`src/rtl/intc_pkg.sv`:
```
package intc_pkg;
  localparam int unsigned A_MASKED  = 0;
  localparam int unsigned A_STATUS  = 1;
  localparam int unsigned A_EN_SET  = 2;
  localparam int unsigned A_EN_CLR  = 3;
  localparam int unsigned A_POL     = 4;
  localparam int unsigned A_STK_SEL = 5;
  localparam int unsigned A_PEEK    = 6;
  localparam int unsigned A_TAKE    = 7;
  localparam int unsigned A_ACK     = 8;
  localparam int unsigned A_THRESH  = 9;
  localparam int unsigned A_PRIO    = 16;
endpackage

```
`src/rtl/intc_status.sv`:
```
module intc_status #(
  parameter int unsigned N_SRC = 32
) (
  input  logic             clk_i,
  input  logic             rst_ni,
  input  logic [N_SRC-1:0] src_i,
  input  logic [N_SRC-1:0] pol_i,
  input  logic [N_SRC-1:0] sel_i,
  input  logic [N_SRC-1:0] clr_i,
  output logic [N_SRC-1:0] status_o
);
  logic [N_SRC-1:0] lvl, prev_q, sticky_q, chg;

  assign lvl = src_i ^ ~pol_i;
  assign chg = lvl ^ prev_q;

  always_ff @(posedge clk_i or negedge rst_ni) begin
    if (!rst_ni) begin
      prev_q   <= '0;
      sticky_q <= '0;
    end else begin
      prev_q   <= lvl;
      sticky_q <= (sticky_q & ~clr_i) | chg;  // set beats clear
    end
  end

  assign status_o = (sel_i & sticky_q) | (~sel_i & lvl);

  a_r5_sticky_set: assert property (@(posedge clk_i) disable iff (!rst_ni)
    (chg != '0) |=> ((sticky_q & $past(chg)) == $past(chg)));
  a_r5_sticky_clr: assert property (@(posedge clk_i) disable iff (!rst_ni)
    ((clr_i & ~chg) != '0) |=> ((sticky_q & $past(clr_i & ~chg)) == '0));
endmodule

```
`src/rtl/intc_arbiter.sv`:
```
module intc_arbiter #(
  parameter int unsigned N_SRC  = 32,
  parameter int unsigned PRIO_W = 3,
  localparam int unsigned THR_W = PRIO_W + 1,
  localparam int unsigned IDX_W = $clog2(N_SRC + 1)
) (
  input  logic [N_SRC-1:0]             masked_i,
  input  logic [N_SRC-1:0][PRIO_W-1:0] prio_i,
  input  logic [THR_W-1:0]             thr_i,
  output logic                         found_o,
  output logic [IDX_W-1:0]             idx_o,
  output logic [PRIO_W-1:0]            prio_o
);
  logic [N_SRC-1:0] elig;

  for (genvar g = 0; g < N_SRC; g++) begin : g_elig
    assign elig[g] = masked_i[g] && ({1'b0, prio_i[g]} < thr_i);
  end

  always_comb begin
    found_o = 1'b0;
    prio_o  = '1;
    idx_o   = IDX_W'(N_SRC);
    for (int i = 0; i < N_SRC; i++) begin
      // strict compare keeps the lower index on ties
      if (elig[i] && (!found_o || prio_i[i] < prio_o)) begin
        found_o = 1'b1;
        prio_o  = prio_i[i];
        idx_o   = IDX_W'(i);
      end
    end
  end
endmodule

```
`src/rtl/intc_thresh.sv`:
```
module intc_thresh #(
  parameter int unsigned PRIO_W = 3,
  localparam int unsigned THR_W = PRIO_W + 1,
  localparam logic [THR_W-1:0] THR_RST = THR_W'(1 << PRIO_W)
) (
  input  logic              clk_i,
  input  logic              rst_ni,
  input  logic              take_i,
  input  logic              ack_i,
  input  logic              wr_i,
  input  logic [THR_W-1:0]  wdata_i,
  input  logic [PRIO_W-1:0] win_prio_i,
  output logic [THR_W-1:0]  thr_o,
  output logic [THR_W-1:0]  slot_o
);
  logic [THR_W-1:0] thr_q, slot_q;

  always_ff @(posedge clk_i or negedge rst_ni) begin
    if (!rst_ni) begin
      thr_q  <= THR_RST;
      slot_q <= THR_RST;
    end else if (take_i) begin
      slot_q <= thr_q;
      thr_q  <= {1'b0, win_prio_i};
    end else if (ack_i) begin
      thr_q  <= slot_q;
    end else if (wr_i) begin
      thr_q  <= wdata_i;
    end
  end

  assign thr_o  = thr_q;
  assign slot_o = slot_q;

  a_r9_take_push: assert property (@(posedge clk_i) disable iff (!rst_ni)
    take_i |=> (thr_q == {1'b0, $past(win_prio_i)}) && (slot_q == $past(thr_q)));
  a_r10_ack_pop: assert property (@(posedge clk_i) disable iff (!rst_ni)
    (ack_i && !take_i) |=> (thr_q == $past(slot_q)) && $stable(slot_q));
  a_r8_quiet: assert property (@(posedge clk_i) disable iff (!rst_ni)
    (!take_i && !ack_i && !wr_i) |=> $stable(thr_q) && $stable(slot_q));
endmodule

```
`src/rtl/prio_intc.sv`:
```
module prio_intc
  import intc_pkg::*;
#(
  parameter int unsigned N_SRC  = 32,
  parameter int unsigned PRIO_W = 3,
  localparam int unsigned THR_W  = PRIO_W + 1,
  localparam int unsigned IDX_W  = $clog2(N_SRC + 1),
  localparam int unsigned SEL_W  = $clog2(N_SRC),
  localparam int unsigned ADDR_W = $clog2(A_PRIO + N_SRC)
) (
  input  logic              clk_i,
  input  logic              rst_ni,
  input  logic [N_SRC-1:0]  src_i,
  input  logic              bus_we_i,
  input  logic              bus_re_i,
  input  logic [ADDR_W-1:0] bus_addr_i,
  input  logic [N_SRC-1:0]  bus_wdata_i,
  output logic [N_SRC-1:0]  bus_rdata_o,
  output logic              irq_o
);
  logic [N_SRC-1:0]             mask_q, pol_q, sel_q, status, masked, clr;
  logic [N_SRC-1:0][PRIO_W-1:0] prio_q;
  logic [THR_W-1:0]             thr, slot;
  logic                         found;
  logic [IDX_W-1:0]             win_idx;
  logic [PRIO_W-1:0]            win_prio;
  logic                         wr_hit_set, wr_hit_clr, take, ack;

  function automatic logic hit(input logic [ADDR_W-1:0] a, input int unsigned r);
    return a == ADDR_W'(r);
  endfunction

  assign wr_hit_set = bus_we_i && hit(bus_addr_i, A_EN_SET);
  assign wr_hit_clr = bus_we_i && hit(bus_addr_i, A_EN_CLR);
  assign clr  = (bus_we_i && hit(bus_addr_i, A_STATUS)) ? bus_wdata_i : '0;
  assign take = bus_re_i && hit(bus_addr_i, A_TAKE) && found;
  assign ack  = bus_re_i && hit(bus_addr_i, A_ACK);

  always_ff @(posedge clk_i or negedge rst_ni) begin
    if (!rst_ni) begin
      mask_q <= '0;
      pol_q  <= '1;
      sel_q  <= '0;
    end else if (bus_we_i) begin
      if (wr_hit_set) mask_q <= mask_q | bus_wdata_i;
      if (wr_hit_clr) mask_q <= mask_q & ~bus_wdata_i;
      if (hit(bus_addr_i, A_POL)) pol_q <= bus_wdata_i;
      if (hit(bus_addr_i, A_STK_SEL)) sel_q <= bus_wdata_i;
    end
  end

  for (genvar g = 0; g < N_SRC; g++) begin : g_prio
    always_ff @(posedge clk_i or negedge rst_ni) begin
      if (!rst_ni) prio_q[g] <= '1;
      else if (bus_we_i && hit(bus_addr_i, A_PRIO + g)) prio_q[g] <= bus_wdata_i[PRIO_W-1:0];
    end
  end

  intc_status #(.N_SRC(N_SRC)) i_status (
    .clk_i, .rst_ni, .src_i, .pol_i(pol_q), .sel_i(sel_q), .clr_i(clr), .status_o(status)
  );

  assign masked = status & mask_q;

  intc_arbiter #(.N_SRC(N_SRC), .PRIO_W(PRIO_W)) i_arbiter (
    .masked_i(masked), .prio_i(prio_q), .thr_i(thr),
    .found_o(found), .idx_o(win_idx), .prio_o(win_prio)
  );

  intc_thresh #(.PRIO_W(PRIO_W)) i_thresh (
    .clk_i, .rst_ni, .take_i(take), .ack_i(ack),
    .wr_i(bus_we_i && hit(bus_addr_i, A_THRESH)),
    .wdata_i(bus_wdata_i[THR_W-1:0]), .win_prio_i(win_prio),
    .thr_o(thr), .slot_o(slot)
  );

  assign irq_o = found;

  always_comb begin
    bus_rdata_o = '0;
    if (bus_addr_i >= ADDR_W'(A_PRIO)) begin
      for (int i = 0; i < N_SRC; i++)
        if (hit(bus_addr_i, A_PRIO + i)) bus_rdata_o = N_SRC'(prio_q[i]);
    end else begin
      case (int'(bus_addr_i))
        A_MASKED:           bus_rdata_o = masked;
        A_STATUS:           bus_rdata_o = status;
        A_EN_SET, A_EN_CLR: bus_rdata_o = mask_q;
        A_POL:              bus_rdata_o = pol_q;
        A_STK_SEL:          bus_rdata_o = sel_q;
        A_PEEK, A_TAKE:     bus_rdata_o = N_SRC'(win_idx);
        A_ACK:              bus_rdata_o = N_SRC'(slot);
        A_THRESH:           bus_rdata_o = N_SRC'(thr);
        default:            bus_rdata_o = '0;
      endcase
    end
  end

  a_r2_set_bits: assert property (@(posedge clk_i) disable iff (!rst_ni)
    wr_hit_set |=> ((mask_q & $past(bus_wdata_i)) == $past(bus_wdata_i)));
  a_r2_clr_bits: assert property (@(posedge clk_i) disable iff (!rst_ni)
    wr_hit_clr |=> ((mask_q & $past(bus_wdata_i)) == '0));
  a_r7_winner_eligible: assert property (@(posedge clk_i) disable iff (!rst_ni)
    irq_o |-> (({1'b0, prio_q[win_idx[SEL_W-1:0]]} < thr) && masked[win_idx[SEL_W-1:0]]));
  a_r8_none_index: assert property (@(posedge clk_i) disable iff (!rst_ni)
    !irq_o |-> (win_idx == IDX_W'(N_SRC)));
endmodule

```
`config.mk`:
```
export PLATFORM = sky130hd
export DESIGN_NAME = prio_intc
export DESIGN_NICKNAME = d
export VERILOG_FILES = /design/src/rtl/intc_pkg.sv /design/src/rtl/intc_status.sv /design/src/rtl/intc_arbiter.sv /design/src/rtl/intc_thresh.sv /design/src/rtl/prio_intc.sv
export SDC_FILE = /design/constraint.sdc
export NUM_CORES = 1
export LEC_CHECK = 0
export CORE_MARGIN = 3
export CORE_UTILIZATION = 49
export DETAILED_ROUTE_END_ITERATION = 10
export GPL_TIMING_DRIVEN = 0
export HOLD_SLACK_MARGIN = 0.06
export PLACE_DENSITY = 0.75
export SLEW_MARGIN = 20
export SYNTH_ARGS = -nofsm -noshare
export SYNTH_HDL_FRONTEND = slang
export SYNTH_SLANG_ARGS = --single-unit
```
`constraint.sdc`:
```
create_clock -name clk_i -period 69 [get_ports clk_i]
set_clock_uncertainty 0.05 [all_clocks]
set_input_delay 13.8 -clock clk_i [delete_from_list [all_inputs] [get_ports clk_i]]
set_output_delay 13.8 -clock clk_i [all_outputs]
set_load 0.02 [all_outputs]
```
==> impl_results.md <==
* Routed wl met2 at 31400 um
* Pwr dens at 55.0 nW/um^2
* Synth area leaders: dfstp_2 17%, dfrtp_1 17%, mux2_2 9.0%, ha_1 6.1%, nand2_1 5.4%
* Wire per inst at 22.8 um
* Number of flops mapped to enable cells by yosys at 0
* Fmax at 14.9 MHz
* Metal3 WL at 5910 um
* Main flop type after synthesis: dfrtp_1
* Initial antenna violation count at 7
* Ys Warns at 0
* Synthesized flop and latch total at 264
* H-tree levels at 1
* Worst slew pin tran at 1.35 ns
* CTS root buf: clkbuf_16
* Setup crit start kind: primary input
* Highest metal used: met5
* Cell type with the highest aggregate area in the netlist: dfstp_2
* Final Slew Violations at 0
* Post-synth top cells: 288 x nand2_1, 170 x a21oi_1, 160 x mux2_2
* Slowest stage delay, CP at 0.60 ns
* Final min period at 67.14 ns
* Crit share post-route at 97.3%
* Design Power at 1.28 mW
* Clock latency on the worst-skew pair at 0.56 ns
* Most common cell type on the critical path: ha_1
* Metal-1 WL at 28700 um
* Cells after Synth at 2265
* Fillers at 3528
* Final Setup Violations at 0
* Die height at 208 um
* Die area at 43200 sq um
* Clk buf depth at 3
* Inserted Diodes at 0
* I/O Pins at 107
* Worst Hold Class: flop to flop
* RD Place Congestion at 1.02
* Lkg Pwr at 9.84 nW
* Number of nets with antenna violations after routing at 0
* Rows at 73
* WS Path Type: primary input to output port
* Share of cells above drive strength 1 at 21.9%
* Max-cap violations at 0
* Area delta synth->final at 17.2%
* Vias in the first global route at 18500
* CP Max Fanout at 8
* First-pass GRT wire length at 105000 um
* TritonRoute pass-1 iters at 7
* Final Non-Filler Cells at 2994
* Vias per cell at 6.35
* Overflow after GRT at 0
* Gr usage total at 30.1%
* Final core utilization at 58.4%
* Setup crit end kind: output port
* Starting density of the core at 49.8%
* Avg Cell Area, Syn at 8.80 sq um
* Clk slew on worst S/H paths at 0.07 ns
* Final WS setup at 1.86 ns
* Iter 0 DRT Violations at 1766
* Share of flip-flops with an asynchronous set or reset at 100%
* Final setup TNS at 0 ns
* Detailed placer's ending HPWL at 51300 um
* Worst EP arrival at 53.29 ns
* Worst rel slew slack at 9.93%
* Clock sink count at 264
* Required @ worst endpoint at 55.15 ns
* Placed Cells incl. Taps at 2895
* VDD IR max at 0.0000376 V
* Run status: completed
* Hold Violations, Final at 0
* Post-synthesis sequential area ratio at 33.9%
* DIE WIDTH at 208 um
* Core ar. at 40000 sq um
* TritonCTS clock tree: yes
* Most common cell in the netlist: nand2_1
* Highest-delay cell along the critical path: or4_4
* Netlist cell types at 112
* Synthesized Nets at 2437
* DP Worst Slack at -3.19 ns
* Netlist Area Pre-Place at 19900 sq um
* Top cell type's share of synthesized area at 17.1%
* Largest net degree at the start of global routing at 99
* Nets at 2622
* DR DRC count at 0
* Routed WL at 68300 um
* # hold bufs at CTS at 0
* Via Count at 19000
* Port bufs at 100
* CTS buffer count at 26
## critical path, delay by kind of cell
family,cells,cell delay (ns)
compound gates,82,14.95
simple gates,58,9.03
mux,17,4.69
fa+ha+maj,30,7.57
xor+xnor,1,0.26
buf+inv,28,2.98
## what timing repair did
item / in CTS / in global routing
pin swaps: 8 / 26
setup endpoints to repair: 5 / 5
resized for setup: 40 / 77
gates cloned: 0 / 0
buffers inserted: 12 / 41
## where the power goes
group	total, mW	switching (mW)	internal, mW
Sequential	0.212	0.0272	0.185
Combinational	0.931	0.546	0.385
Clock	0.141	0.0639	0.0772
## stage by stage
step	hold slack [ns]	area [sq um]
final	0.418	23400
after global routing	0.451	23400
after CTS	0.421	22800
after detailed placement	0.406	21700
after global placement	0.397	21600
after floorplan	0.379	19900
## metal layers
metal  vias up  GRT usage [%]
li1       8702              -
met1      9335           40.1
met2       812           49.6
met3       161           6.45
met4         4           9.28
met5         -              0
## area by class of cell
| class | count | area (sq um) | share of cell area, % |
|---|---|---|---|
| Tap cell | 525 | 657 | 2.81 |
| Timing Repair Buffer | 158 | 1500 | 6.44 |
| Buffer | 82 | 328 | 1.40 |
| Sequential cell | 264 | 6770 | 29.0 |
| Multi-Input combinational cell | 1805 | 12900 | 55.0 |
| Clock buffer | 39 | 769 | 3.29 |
| Clock inverter | 8 | 56.3 | 0.241 |
| Inverter | 113 | 424 | 1.82 |
## final timing paths
kind	start	end	slack, ns	depth (start not counted)
worst max-delay path	src_i[0]	bus_rdata_o[0]	1.86	216
worst min-delay path	i_status.sticky_q[5]$_DFF_PN0_	i_status.sticky_q[5]$_DFF_PN0_	0.42	2
worst max register to register	i_thresh.thr_o[1]$_DFFE_PN0P_	i_thresh.thr_o[1]$_DFFE_PN0P_	29.12	217
worst min register to register	i_status.sticky_q[5]$_DFF_PN0_	i_status.sticky_q[5]$_DFF_PN0_	0.42	2
max in group asynchronous	rst_ni	pol_q[6]$_DFFE_PN1P_	54.41	3
min in group asynchronous	rst_ni	i_status.prev_q[27]$_DFF_PN0_	13.15	1
## cell families after synthesis
family                   Yosys count  share of synthesized area [%]
AO/OA/AOI/OAI                    745                           25.6
XOR/XNOR                          64                           2.81
adder cells (fa/ha/maj)          103                           6.41
buffers and inverters            196                           3.77
flip-flops                       264                           33.9
multiplexers                     200                           11.2
AND/OR/NAND/NOR                  693                           16.3
## cell usage in the layout, fill, tap and decap left out, types with 17 or more instances in the layout
cell type	n
a21o_1	58
a21oi_1	151
and2_1	18
xor2_1	58
ha_1	96
inv_1	110
o21ai_0	130
dfstp_2	130
a22oi_1	40
clkdlybuf4s50_1	94
nand2_1	286
nor3_1	30
nand2b_1	51
a211oi_1	19
o211ai_1	44
mux2i_1	25
o21ai_1	22
clkbuf_16	26
clkbuf_1	74
buf_4	56
nor2b_1	37
dfrtp_1	134
a21oi_2	17
nand3_1	29
nor2_1	146
a31oi_1	47
mux2_2	160
o21a_1	20
No activity file was read; power rests on OpenSTA's default activity.
